--- src/rtl/poll_pkg.sv ---
package poll_pkg;

  typedef enum logic [2:0] {
    ST_IDLE   = 3'd0,
    ST_READ1  = 3'd1,
    ST_CHECK7 = 3'd2,
    ST_CHECK5 = 3'd3,
    ST_READ2  = 3'd4,
    ST_RECHK7 = 3'd5,
    ST_DONE   = 3'd6
  } poll_state_t;

  localparam int unsigned BIT_DONE7 = 7;
  localparam int unsigned BIT_LIMIT = 5;

endpackage

--- src/rtl/poll_bus_reader.sv ---
module poll_bus_reader #(
  parameter int unsigned ADDR_W = 20,
  parameter int unsigned RD_LAT = 2
) (
  input  logic              clk,
  input  logic              rst,
  input  logic              req_i,
  input  logic [ADDR_W-1:0] addr_i,
  output logic [ADDR_W-1:0] bus_addr_o,
  output logic              bus_rd_o,
  input  logic [7:0]        bus_rdata_i,
  output logic              valid_o,
  output logic              b7_o,
  output logic              b5_o
);
  import poll_pkg::*;

  localparam int unsigned CW = (RD_LAT < 2) ? 1 : $clog2(RD_LAT + 1);

  logic [CW-1:0] hi_cnt;

  always_ff @(posedge clk) begin
    if (rst) begin
      bus_rd_o   <= 1'b0;
      bus_addr_o <= '0;
      hi_cnt     <= '0;
      valid_o    <= 1'b0;
      b7_o       <= 1'b0;
      b5_o       <= 1'b0;
    end else begin
      valid_o <= 1'b0;
      if (!bus_rd_o) begin
        if (req_i) begin
          bus_rd_o   <= 1'b1;
          bus_addr_o <= addr_i;
          hi_cnt     <= CW'(1);
        end
      end else if (hi_cnt == CW'(RD_LAT)) begin
        bus_rd_o <= 1'b0;
        valid_o  <= 1'b1;
        b7_o     <= bus_rdata_i[BIT_DONE7];
        b5_o     <= bus_rdata_i[BIT_LIMIT];
      end else begin
        hi_cnt <= hi_cnt + CW'(1);
      end
    end
  end

endmodule

--- src/rtl/poll_budget.sv ---
module poll_budget #(
  parameter int unsigned MAX_POLLS = 1000
) (
  input  logic clk,
  input  logic rst,
  input  logic clr_i,
  input  logic inc_i,
  output logic last_o
);
  localparam int unsigned CW = (MAX_POLLS < 2) ? 1 : $clog2(MAX_POLLS);

  logic [CW-1:0] used;

  always_ff @(posedge clk) begin
    if (rst || clr_i) used <= '0;
    else if (inc_i)   used <= used + CW'(1);
  end

  generate
    if (MAX_POLLS == 0) begin : g_unbounded
      assign last_o = 1'b0;
    end else begin : g_bounded
      assign last_o = (used == CW'(MAX_POLLS - 1));
    end
  endgenerate

endmodule

--- src/rtl/poll_seq_fsm.sv ---
module poll_seq_fsm #(
  parameter int unsigned ADDR_W = 20
) (
  input  logic              clk,
  input  logic              rst,
  input  logic              start_i,
  input  logic [ADDR_W-1:0] addr_i,
  input  logic              expect_i,
  output logic              rd_req_o,
  output logic [ADDR_W-1:0] rd_addr_o,
  input  logic              rd_valid_i,
  input  logic              rd_b7_i,
  input  logic              rd_b5_i,
  output logic              bud_clr_o,
  output logic              bud_inc_o,
  input  logic              bud_last_i,
  output logic              done_o,
  output logic              pass_o
);
  import poll_pkg::*;

  poll_state_t state;
  logic        exp_q;
  logic        s7_q;
  logic        s5_q;

  assign bud_clr_o = (state == ST_IDLE) && start_i;
  assign bud_inc_o = (state == ST_CHECK5) && !s5_q && !bud_last_i;

  always_ff @(posedge clk) begin
    if (rst) begin
      state     <= ST_IDLE;
      rd_req_o  <= 1'b0;
      rd_addr_o <= '0;
      exp_q     <= 1'b0;
      s7_q      <= 1'b0;
      s5_q      <= 1'b0;
      done_o    <= 1'b0;
      pass_o    <= 1'b0;
    end else begin
      rd_req_o <= 1'b0;
      done_o   <= 1'b0;
      unique case (state)
        ST_IDLE: if (start_i) begin
          rd_addr_o <= addr_i;
          exp_q     <= expect_i;
          pass_o    <= 1'b0;
          rd_req_o  <= 1'b1;
          state     <= ST_READ1;
        end
        ST_READ1: if (rd_valid_i) begin
          s7_q  <= rd_b7_i;
          s5_q  <= rd_b5_i;
          state <= ST_CHECK7;
        end
        ST_CHECK7: begin
          if (s7_q == exp_q) begin
            pass_o <= 1'b1;
            done_o <= 1'b1;
            state  <= ST_DONE;
          end else begin
            state <= ST_CHECK5;
          end
        end
        ST_CHECK5: begin
          if (s5_q) begin
            rd_req_o <= 1'b1;
            state    <= ST_READ2;
          end else if (bud_last_i) begin
            pass_o <= 1'b0;
            done_o <= 1'b1;
            state  <= ST_DONE;
          end else begin
            rd_req_o <= 1'b1;
            state    <= ST_READ1;
          end
        end
        ST_READ2: if (rd_valid_i) begin
          s7_q  <= rd_b7_i;
          s5_q  <= rd_b5_i;
          state <= ST_RECHK7;
        end
        ST_RECHK7: begin
          pass_o <= (s7_q == exp_q);
          done_o <= 1'b1;
          state  <= ST_DONE;
        end
        ST_DONE: state <= ST_IDLE;
        default: state <= ST_IDLE;
      endcase
    end
  end

endmodule

--- src/rtl/flash_poll_ctrl.sv ---
module flash_poll_ctrl #(
  parameter int unsigned ADDR_W    = 20,
  parameter int unsigned RD_LAT    = 2,
  parameter int unsigned MAX_POLLS = 1000
) (
  input  logic              clk,
  input  logic              rst,
  input  logic              start_i,
  input  logic [ADDR_W-1:0] poll_addr_i,
  input  logic              expect_d7_i,
  output logic [ADDR_W-1:0] bus_addr_o,
  output logic              bus_rd_o,
  input  logic [7:0]        bus_rdata_i,
  output logic              done_o,
  output logic              pass_o
);

  logic              rd_req;
  logic [ADDR_W-1:0] rd_addr;
  logic              rd_valid;
  logic              rd_b7;
  logic              rd_b5;
  logic              bud_clr;
  logic              bud_inc;
  logic              bud_last;

  poll_seq_fsm #(.ADDR_W(ADDR_W)) u_fsm (
    .clk        (clk),
    .rst        (rst),
    .start_i    (start_i),
    .addr_i     (poll_addr_i),
    .expect_i   (expect_d7_i),
    .rd_req_o   (rd_req),
    .rd_addr_o  (rd_addr),
    .rd_valid_i (rd_valid),
    .rd_b7_i    (rd_b7),
    .rd_b5_i    (rd_b5),
    .bud_clr_o  (bud_clr),
    .bud_inc_o  (bud_inc),
    .bud_last_i (bud_last),
    .done_o     (done_o),
    .pass_o     (pass_o)
  );

  poll_bus_reader #(.ADDR_W(ADDR_W), .RD_LAT(RD_LAT)) u_reader (
    .clk         (clk),
    .rst         (rst),
    .req_i       (rd_req),
    .addr_i      (rd_addr),
    .bus_addr_o  (bus_addr_o),
    .bus_rd_o    (bus_rd_o),
    .bus_rdata_i (bus_rdata_i),
    .valid_o     (rd_valid),
    .b7_o        (rd_b7),
    .b5_o        (rd_b5)
  );

  poll_budget #(.MAX_POLLS(MAX_POLLS)) u_budget (
    .clk    (clk),
    .rst    (rst),
    .clr_i  (bud_clr),
    .inc_i  (bud_inc),
    .last_o (bud_last)
  );

endmodule

--- config.mk ---
export PLATFORM = sky130hd
export DESIGN_NAME = flash_poll_ctrl
export DESIGN_NICKNAME = d
export VERILOG_FILES = /design/src/rtl/poll_pkg.sv /design/src/rtl/poll_bus_reader.sv /design/src/rtl/poll_budget.sv /design/src/rtl/poll_seq_fsm.sv /design/src/rtl/flash_poll_ctrl.sv
export SDC_FILE = /design/constraint.sdc
export NUM_CORES = 1
export LEC_CHECK = 0
export ABC_AREA = 1
export BUFFER_PORTS_ARGS = -buffer_cell sky130_fd_sc_hd__buf_2
export CORE_MARGIN = 1.5
export CORE_UTILIZATION = 53
export DETAILED_ROUTE_END_ITERATION = 8
export PLACE_DENSITY_LB_ADDON = 0.12
export SLEW_MARGIN = 20
export SYNTH_ARGS = -nofsm -noshare
export SYNTH_HDL_FRONTEND = slang
export SYNTH_SLANG_ARGS = --single-unit
export TNS_END_PERCENT = 5
--- constraint.sdc ---
create_clock -name clk -period 1.7 [get_ports clk]
set_input_delay 0.34 -clock clk [delete_from_list [all_inputs] [get_ports clk]]
set_output_delay 0.34 -clock clk [all_outputs]
set_load 0.01 [all_outputs]
======== Word-level counts from Yosys, hierarchy flattened ========
Index checks and enable logic that the tools add are counted.
storage, ports and cells
  register bits after elaboration ......... 65
  input port bits ......................... 32
  output and inout port bits .............. 23
  logic and storage cells ................. 78
cells by class
  $add $sub $neg .......................... 2
  eq/ne operators ......................... 15
  multiplexer cells ....................... 27
  bitwise operators ....................... 1
  reductions and logical operators ........ 18
operator list
  operator                 number
  $mux W3                  6
  $pmux W3 S6              1
  $mux W1                  14
  $add A10 B1 Y10 const B  1
  $eq A10 B10 Y1 const B   1
  $reduce_and A2 Y1        5
  $ne A2 B1 Y1 const B     4
  $eq A3 B2 Y1 const B     2
  $eq A3 B3 Y1 const B     2
  $mux W2                  3
  $ne A2 B2 Y1 const B     3
  $reduce_and A5 Y1        1
  $pmux W1 S4              1
  $reduce_bool A4 Y1       1
  $reduce_or A2 Y1         2
  $eq A3 B1 Y1 const B     1
  $logic_and A1 B1 Y1      3
  $logic_not A3 Y1         1
  $pmux W1 S3              1
  $reduce_and A3 Y1        1
  $add A2 B1 Y2 const B    1
  $eq A2 B2 Y1 const B     1
  $logic_not A1 Y1         2
  $pmux W1 S2              1
  other kinds (4)          4

======== Longest topological paths before layout ========
Gate-level depths: netlist of run 1.
  word-level depth ........................ 4
  mapped depth ............................ 10
  gate-level depth less buffers ........... 10

======== Hierarchy ========
Synthesis of run 1 repeated with hierarchy kept, for this count alone.
second synthesis, totals
  cells, all modules ...................... 369
  area total of the unflattened synthesis .. 2733.9 um^2
by module, submodules not included
  module           times used  cells each  area an instance (um^2)  seq. area each (um^2)
  poll_seq_fsm     1           174         1246.2                   580.6
  poll_bus_reader  1           119         972.2                    520.5
  poll_budget      1           76          515.5                    200.2

======== Worst setup path before layout of run 1 ========
OpenSTA, ideal clock, no wires.
  path type ............................... register to register
  start point ............................. reg u_budget.used[0]
  end point ............................... reg u_budget.used[8]
  library setup time ...................... 128 ps
  arrival time ............................ 1163 ps
  required time ........................... 1572 ps
  slack ................................... 409 ps
  cell stages (with the launch flop) ...... 8
  buffers on the path ..................... 0
  clock period less this slack ............ 1291 ps
  cell sequence ........................... dfxtp_1 > ha_1 > nand2_1 > nor2_1 > nand4_1 > xor2_1 > nand2_1 > a21oi_1
on the way
  cells in the longest elaborated chain, start to end .. 3
  elaborated cells between the ends (all ways) .. 4
  those cells by class .................... add/sub (1); eq/ne (1); reduce/logical (2)
RTL lines
  item                                                     RTL line           RTL
  start: declaration                                       poll_budget.sv:12  logic [CW-1:0] used;
  start signal: assignment                                 poll_budget.sv:16  else if (inc_i) used <= used + CW'(1);
  branches (longest 3 deep; another with $add A10 B1 Y10)  n/a
Several ways; the timed one is not identified.
A chain may end at the register's enable or synchronous reset.

======== Final worst setup path of run 1 ========
  start point ............................. reg u_budget.used[1]
  end point ............................... reg u_budget.used[2]
Same word-level chain as after synthesis.

==> results of run 1 <==
-- final cells by class --
| type | instances | area [sq um] |
|---|---|---|
| multi-input combinational | 236 | 1100 |
| fill | 426 | 1530 |
| sequential | 65 | 1300 |
| inverter | 41 | 154 |
| clock buffer | 11 | 151 |
| clock inverter | 5 | 77.6 |
| timing repair buffer | 60 | 355 |
| tap | 67 | 83.8 |
-- per-layer routing --
layer  wire length [um]  up-vias  GRT usage, %
li1                   -     1261             -
met1               2540     1102          26.8
met5                  0        -             0
met2               2520       53          38.6
met4                 95        0          9.26
met3                244        9          6.72
-- critical path, stage by stage (launching register included) --
cell	delay (ns)
dfxtp_1	0.38
ha_1	0.27
nand4_2	0.14
nand2_2	0.26
inv_2	0.13
o21ai_1	0.10
a21oi_1	0.08
-- timing repair --
item,4_1_cts,5_1_grt
setup endpoints to repair,0,5
hold endpoints to repair,0,0
gates resized for setup,0,1
-- final timing paths --
check | slack, ns | endpoint | start
worst max-delay path | 0.22 | u_budget.used[2]$_SDFFE_PP0P_ | u_budget.used[1]$_SDFFE_PP0P_
worst min register to register | 0.45 | u_fsm.rd_addr_o[11]$_SDFFE_PP0P_ | u_fsm.rd_addr_o[11]$_SDFFE_PP0P_
worst max register to register | 0.22 | u_budget.used[2]$_SDFFE_PP0P_ | u_budget.used[1]$_SDFFE_PP0P_
worst min-delay path | 0.25 | u_reader.b7_o$_SDFFE_PP0P_ | bus_rdata_i[7]
-- cell usage in the layout, fill, tap and decap left out --
| cell | synthesis | routed |
|---|---|---|
| a21oi_1 | 47 | 47 |
| buf_12 | 0 | 2 |
| buf_2 | 4 | 48 |
| buf_4 | 0 | 10 |
| bufinv_16 | 0 | 2 |
| clkbuf_8 | 0 | 11 |
| clkinv_1 | 2 | 2 |
| clkinv_2 | 0 | 2 |
| clkinvlp_4 | 0 | 1 |
| dfxtp_1 | 65 | 65 |
| ha_1 | 2 | 2 |
| inv_1 | 37 | 37 |
| inv_2 | 2 | 2 |
| nand2_1 | 64 | 63 |
| nand2_2 | 2 | 3 |
| nand3_1 | 20 | 20 |
| nand4_1 | 5 | 5 |
| nand4_2 | 1 | 1 |
| nor2_1 | 44 | 44 |
| nor2_2 | 1 | 1 |
| nor3_1 | 1 | 1 |
| o211ai_1 | 1 | 1 |
| o21ai_0 | 28 | 28 |
| o21ai_1 | 14 | 14 |
| or2_1 | 1 | 1 |
| or2_2 | 1 | 1 |
| xnor2_1 | 1 | 1 |
| xor2_1 | 3 | 3 |
-- logic make-up after synthesis --
kind of cell	Yosys count	synth area share, %
xor gates and xnor gates	4	1.34
AOI/OAI and AO/OA	90	17.3
DFF	65	49.6
buffers and inverters	56	8.49
and+or+nand+nor	140	22.3
adders and majority gates	2	0.954
-- sequential cells by signal, indices dropped and copies added, names as in the netlist --
register             cells
u_fsm.rd_addr_o         20
u_fsm.pass_o             1
u_reader.b7_o            1
u_fsm.exp_q              1
u_budget.used           10
u_reader.b5_o            1
u_fsm.s7_q               1
u_fsm.state              3
u_fsm.rd_req_o           1
u_reader.bus_addr_o     20
u_reader.valid_o         1
u_reader.bus_rd_o        1
u_fsm.done_o             1
u_reader.hi_cnt          2
u_fsm.s5_q               1
-- through the flow --
step	worst slack (ns)	area (sq um)
2_1_floorplan	0.409	2620
5_1_grt	0.0408	3220
4_1_cts	0.169	3220
6_report	0.219	3220
3_5_place_dp	0.215	2990
3_3_place_gp	0.267	2990
-- power groups by stage --
stage	combinational (uW)	sequential, uW	clock [uW]
after floorplan	734	1990	0
after global placement	1150	1940	0
after detailed placement	1180	1950	0
after CTS	1190	1920	1520
after global routing	1360	1950	1580
final	1190	1920	1490
==> results.txt, run 1 <==
status -> finished clean
initial antenna violation count -> 0
Avg Synthesized Cell Area -> 7.35 sq um
worst-path fanout max -> 14
Routed wire per std cell -> 11.1 um
Worst-path clk slew -> 0.07 ns
residual DRC count -> 0
port buffer count -> 48
crit path DAT -> 1.70 ns
DRT Pass-1 Iters -> 4
DRT iter0 DRCs -> 160
Worst EP required -> 1.92 ns
final worst-path cycle share -> 87.1%
Worst slew margin -> 77.3%
total gr overflow -> 0
DR vias -> 2425
CP Launch Type -> flip-flop
Mapped Cells -> 357
sw power -> 1440 uW
most frequent cell after synthesis -> dfxtp_1
worst hold stages -> 3
Post-DRT Antenna Nets -> 0
GRT Overall Usage -> 22.7%
chip height -> 73.3 um
Post-Place Cells -> 469
area of the mapped netlist -> 2620 sq um
Synth top area share -> 49.6%
CTS tree -> built
Worst Tran Pin Value -> 0.339 ns
clk root buf -> clkbuf_8
post-synthesis sequential area ratio -> 49.6%
Clock Skew -> 0.00477 ns
top cells by area, synth -> dfxtp_1 (50%), nand2_1 (9.2%), a21oi_1 (9.0%)
Core Util, Final -> 67.8%
Via density -> 5.00
CTS Buf Count -> 9
final setup vio count -> 0
sequential power share -> 41.7%
top cells by count, synth -> dfxtp_1 (65), nand2_1 (64), a21oi_1 (47)
io pins -> 55
Design Power -> 4590 uW
CP endpoint kind -> flip-flop
postcts setup bufs -> 0
Unique masters post-synth -> 25
Setup TNS Final -> 0 ns
ys async rst share -> 0%
Comb pwr share -> 25.9%
Sink Count -> 65
largest net degree at the start of global routing -> 27
nets -> 447
layout cell share with drive strength beyond 1 -> 20.1%
DP HPWL -> 3730 um
Initial Util -> 55.2%
vias in the first global route -> 2243
Pleak -> 0.00141 uW
clock share of power -> 32.4%
flops & latches, synth -> 65
Area growth syn-to-layout -> 22.9%
Crit Path Class -> reg2reg
Yosys top cell by area -> dfxtp_1
Max clock buf depth -> 2
Die Wd -> 73.3 um
Synth Warn # -> 0
unrepaired setup endpoints after global routing -> false
core area -> 4750 sq um
Placer Congestion -> 0.825
die area -> 5380 sq um
fmax -> 675 MHz
Final Max Tran Viols -> 0
max_cap viols -> 0
CTS hold repair buffers -> 0
final WL -> 5400 um
Antenna Cells -> 0
final hold slack -> 0.248 ns
clock latency on the worst-skew pair -> 0.34 ns
first-pass GRT wire length -> 9380 um
internal power -> 3150 uW
cell depth of the worst flop-to-flop path -> 6
top_reg_cell synth -> dfxtp_1
Post-synth EDFFs -> 0
Final min period -> 1.48 ns
Rows -> 25
final hold violation count -> 0
switch share -> 31.4%
PD cells -> 1420 nW/um^2
Post-Layout Cell Count -> 485
Syn Nets -> 391
H-Tree Depth -> 3
Hold Path Class -> in2reg
VDD IR max -> 0.852 mV
(Power assumes the default switching activity.)
==> inputs of run 2 (changes only) <==
Settings changed: ABC_AREA 1 to unset.
==> results.txt, run 2 <==
status -> finished clean
largest registers -> u_fsm.rd_addr_o x20, u_reader.bus_addr_o x20, u_budget.used x10
XOR/XNOR Fraction of Synth Area -> 3.40%
fmax -> 624 MHz
Post-synth EDFFs -> 0
clk root buf -> clkbuf_8
Hold Path Class -> in2reg
CP Launch Type -> flip-flop
Antenna Cells -> 0
VDD IR max -> 0.630 mV
Post-Synth Adder-Cell Area -> 0.973%
Most Crowded Layer GR -> met2
DRT Pass-1 Iters -> 4
CTS Buf Count -> 9
final setup vio count -> 0
final WL -> 5370 um
worst reg2reg startpoint -> u_budget.used[1]$_SDFFE_PP0P_
cell depth of the worst flop-to-flop path -> 4
Routed wire per std cell -> 12.4 um
R2R Path End -> u_fsm.state[1]$_SDFFE_PP0P_
nets -> 408
Die Wd -> 72.7 um
hold endpoint -> u_fsm.rd_addr_o[15]$_SDFFE_PP0P_
final worst-path cycle share -> 94.3%
Rows -> 25
worst hold stages -> 3
die area -> 5280 sq um
io pins -> 55
postcts setup bufs -> 0
largest net degree at the start of global routing -> 35
Final min period -> 1.60 ns
Synth Area in Compound Gates -> 14.1%
max_cap viols -> 0
commonest non-fill, non-tap cell in the layout -> nand2_1
Clock Skew -> 0.00667 ns
core area -> 4690 sq um
Worst slew margin -> 70.4%
Synth top area share -> 50.6%
r2r setup slk -> 0.1 ns
met3 GRT Util -> 4.14%
most frequent cell after synthesis -> nand2_1
total gr overflow -> 0
Avg Synthesized Cell Area -> 8.04 sq um
Setup TNS Final -> 0 ns
flops & latches, synth -> 65
Synth Warn # -> 0
Worst Tran Pin Value -> 0.443 ns
DR vias -> 2243
most frequent cells in the layout -> nand2_1 (92), dfxtp_1 (65), a21oi_1 (50)
port buffer count -> 48
CP endpoint kind -> flip-flop
Area growth syn-to-layout -> 22.1%
Post-DRT Antenna Nets -> 0
CTS tree -> built
top cells by area, synth -> dfxtp_1 (51%), nand2_1 (13%), a21oi_1 (9.7%)
Initial Util -> 54.8%
initial antenna violation count -> 0
Yosys top cell by area -> dfxtp_1
GR Layer Usage met2 -> 31.7%
Design Power -> 3070 uW
Placer Congestion -> 0.869
Mapped Cells -> 320
mux contribution to synthesized area -> 0.778%
Final Max Tran Viols -> 0
crit path DAT -> 1.84 ns
Crit Path Class -> reg2reg
H-Tree Depth -> 3
Max clock buf depth -> 2
Hold Startpoint -> poll_addr_i[15]
layout cell share with drive strength beyond 1 -> 21.2%
residual DRC count -> 0
Via density -> 5.20
largest family of logic cells by synthesized area -> simple AND/OR/NAND/NOR gates
multi-input combinational cell area -> 1210 sq um
sequential cell area -> 1300 sq um
unrepaired setup endpoints after global routing -> false
Syn Nets -> 354
CTS hold repair buffers -> 0
Worst EP required -> 1.94 ns
worst-path fanout max -> 4
DRT iter0 DRCs -> 130
Sink Count -> 65
post-synthesis sequential area ratio -> 50.6%
Pleak -> 0.00123 uW
Unique masters post-synth -> 36
ys async rst share -> 0%
final hold violation count -> 0
clock latency on the worst-skew pair -> 0.33 ns
GRT Overall Usage -> 21.3%
Worst-path clk slew -> 0.07 ns
top_reg_cell synth -> dfxtp_1
first-pass GRT wire length -> 8660 um
PD cells -> 978 nW/um^2
DP HPWL -> 3530 um
area share of and/or/nand/nor cells after synthesis -> 26.9%
vias in the first global route -> 1963
chip height -> 72.7 um
Filler cells -> 422
top cells by count, synth -> nand2_1 (92), dfxtp_1 (65), a21oi_1 (50)
grt met1 use -> 29.3%
area of the mapped netlist -> 2570 sq um
[run 2: cell types whose count changed in the layout (fill, tap and decap cells not counted), sizes merged, moves of 5 or more]
cell / change
nand3: -13
nand2: +26
inv: -35
nand2b: +5
o21ai: -33
nor2: -25
xnor2: +5
[run 2: logic make-up after synthesis]
family                     after synthesis
buffers and inverters                   22
muxes                                    2
DFF                                     65
xor gates and xnor gates                10
and+or+nand+nor                        152
AOI/OAI and AO/OA                       67
adders and majority gates                2
[run 2: per-layer routing]
metal | part of all wire, % | up-vias
met5 | 0 | -
met4 | 1.4 | 0
met3 | 3.9 | 8
met2 | 44 | 50
met1 | 51 | 1002
li1 | - | 1183
[run 2: worst max-delay path by stage]
stage | from | to | slack (ns) | cells after the start
6_report | u_budget.used[1]$_SDFFE_PP0P_ | u_fsm.state[1]$_SDFFE_PP0P_ | 0.1 | 4
3_3_place_gp | u_budget.used[6]$_SDFFE_PP0P_ | u_budget.used[2]$_SDFFE_PP0P_ | 0.14 | 4
2_1_floorplan | u_budget.used[2]$_SDFFE_PP0P_ | u_fsm.state[1]$_SDFFE_PP0P_ | 0.22 | 3
4_1_cts | u_budget.used[6]$_SDFFE_PP0P_ | u_budget.used[3]$_SDFFE_PP0P_ | 0.1 | 4
3_5_place_dp | u_budget.used[6]$_SDFFE_PP0P_ | u_budget.used[2]$_SDFFE_PP0P_ | 0.11 | 4
5_1_grt | u_budget.used[1]$_SDFFE_PP0P_ | u_fsm.state[1]$_SDFFE_PP0P_ | 0.02 | 4
[run 2: power by group]
| part | internal [uW] | switching (uW) |
|---|---|---|
| sequential | 1570 | 28.3 |
| clock | 699 | 549 |
| combinational | 94.4 | 132 |
[run 2: what timing repair did]
item	in CTS	in global routing
gates resized for setup	0	2
setup endpoints to repair	0	5
hold endpoints to repair	0	0
[run 2: area by class of cell]
type	instances	share of cell area, %
Sequential cell	65	41.4
Multi-Input combinational cell	233	38.5
Timing Repair Buffer	61	11.6
Clock buffer	11	4.50
Tap cell	54	2.15
Clock inverter	3	1.35
Inverter	4	0.478
[run 2: critical path, stage by stage, from the launching register on]
cell	delay, ns
dfxtp_1	0.39
ha_1	0.23
nand2_1	0.09
or4_4	0.52
a311oi_1	0.28
[run 2: stage by stage]
step | cells | util, % | worst slack [ns] | area [sq um] | hold slack (ns)
6_report | 431 | 66.9 | 0.0973 | 3140 | 0.238
4_1_cts | 431 | 66.7 | 0.0979 | 3130 | 0.224
3_3_place_gp | 417 | 62.7 | 0.138 | 2940 | 0.436
2_1_floorplan | 320 | - | 0.221 | 2570 | 0.432
3_5_place_dp | 417 | 62.7 | 0.106 | 2940 | 0.443
5_1_grt | 431 | 66.9 | 0.0211 | 3140 | 0.236
==> inputs of run 3 (changes only) <==
Settings changed: PLACE_DENSITY set to 0.85, PLACE_DENSITY_LB_ADDON 0.12 to unset.
==> results.txt, run 3 (synthesis gave the netlist of run 2 again) <==
status -> finished clean
GRT Overall Usage -> 22.2%
critical path's largest stage delay -> 0.44 ns
first-pass GRT wire length -> 9070 um
CTS hold repair buffers -> 0
CP Launch Type -> flip-flop
Worst Tran Pin Value -> 0.414 ns
final hold violation count -> 0
die area -> 5280 sq um
postcts setup bufs -> 0
worst-path cell chain -> or3b_1 > or4_1 > a311oi_1
max_cap viols -> 0
Area growth syn-to-layout -> 22.2%
core area -> 4690 sq um
Placer Congestion -> 0.902
Crit Path Class -> reg2reg
CP bufs+invs -> 0
crit path DAT -> 1.87 ns
unrepaired setup endpoints after global routing -> false
worst-path fanout max -> 7
CTS tree -> built
DRT iter0 DRCs -> 232
largest net degree at the start of global routing -> 42
Setup TNS Final -> 0 ns
DP HPWL -> 3610 um
Crit-path slowest cell -> dfxtp_1
final setup vio count -> 0
Clock Skew -> 0.0106 ns
final WL -> 5540 um
nets -> 408
Pleak -> 0.00124 uW
most frequent cells in the layout -> nand2_1 (92), dfxtp_1 (65), a21oi_1 (50)
total gr overflow -> 0
Worst slew margin -> 72.4%
initial antenna violation count -> 0
Antenna Cells -> 0
Max clock buf depth -> 2
Worst EP required -> 1.96 ns
clk root buf -> clkbuf_8
worst reg2reg startpoint -> u_budget.used[2]$_SDFFE_PP0P_
DR vias -> 2307
final worst-path cycle share -> 94.5%
PD cells -> 1000 nW/um^2
commonest non-fill, non-tap cell in the layout -> nand2_1
Initial Util -> 54.8%
CP startpoint -> u_budget.used[2]$_SDFFE_PP0P_
Via density -> 5.33
io pins -> 55
largest registers -> u_fsm.rd_addr_o x20, u_reader.bus_addr_o x20, u_budget.used x10
Hold Startpoint -> poll_addr_i[14]
layout cell share with drive strength beyond 1 -> 21.6%
Rows -> 25
port buffer count -> 48
Worst-path clk slew -> 0.07 ns
chip height -> 72.7 um
Final Max Tran Viols -> 0
Top delay family on crit path -> simple AND/OR/NAND/NOR gates
H-Tree Depth -> 3
CP endpoint kind -> flip-flop
clock latency on the worst-skew pair -> 0.34 ns
residual DRC count -> 0
Hold Path Class -> in2reg
Routed wire per std cell -> 12.8 um
Core Util, Final -> 67.0%
Filler cells -> 385
CTS Buf Count -> 9
fmax -> 623 MHz
DRT Pass-1 Iters -> 4
Sink Count -> 65
Die Wd -> 72.7 um
Final min period -> 1.61 ns
vias in the first global route -> 2079
VDD IR max -> 0.564 mV
Post-DRT Antenna Nets -> 0
run 3: per-stage QoR:
step / total power, uW / cells / cell area (sq um) / hold slack (ns) / setup slack, ns
2_1_floorplan: 1760 / 320 / 2570 / 0.432 / 0.221
3_3_place_gp: 1840 / 417 / 2930 / 0.436 / 0.144
3_5_place_dp: 1850 / 417 / 2930 / 0.443 / 0.107
4_1_cts: 3170 / 433 / 3140 / 0.213 / 0.100
5_1_grt: 3280 / 433 / 3140 / 0.220 / 0.00461
6_report: 3150 / 433 / 3140 / 0.225 / 0.0941
run 3: report_power, final:
group / leakage, uW / total [uW] / switching, uW / internal [uW]
Sequential: 0.000528 / 1600 / 27.6 / 1570
Combinational: 0.000601 / 223 / 134 / 88.2
Clock: 0.000107 / 1330 / 607 / 721
run 3: path summary, 6_finish.rpt:
kind / slack, ns / depth (start not counted) / end
worst min register to register: 0.45 / 2 / u_reader.bus_addr_o[10]$_SDFFE_PP0P_
worst max-delay path: 0.09 / 3 / u_fsm.state[1]$_SDFFE_PP0P_
worst min-delay path: 0.22 / 3 / u_fsm.rd_addr_o[14]$_SDFFE_PP0P_
worst max register to register: 0.09 / 3 / u_fsm.state[1]$_SDFFE_PP0P_
run 3: area by class of cell:
| class | instances | area (sq um) | share of cell area (%) |
|---|---|---|---|
| sequential | 65 | 1300 | 41.4 |
| tap | 54 | 67.6 | 2.15 |
| clock buffer | 10 | 138 | 4.38 |
| multi-input combinational | 233 | 1210 | 38.4 |
| inverter | 4 | 15.0 | 0.478 |
| timing repair buffer | 61 | 350 | 11.1 |
| clock inverter | 6 | 66.3 | 2.11 |
run 3: metal layers:
metal	share of wire [%]	vias to the layer above	wire (um)	track usage (%)
li1	-	1185	-	-
met1	45	1043	2480	26.7
met2	48	71	2670	36.7
met3	5.8	8	321	6.91
met4	1.3	0	70	9.01
met5	0	-	0	0
run 3: worst reg2reg max path: stages (launching register included):
cell	delay, ns
dfxtp_1	0.44
or3b_1	0.39
or4_1	0.44
a311oi_1	0.26
run 3: repair_timing:
action,in CTS,in global routing
endpoints found under the hold margin,0,0
endpoints found under the setup margin,0,1
resized for setup,0,1
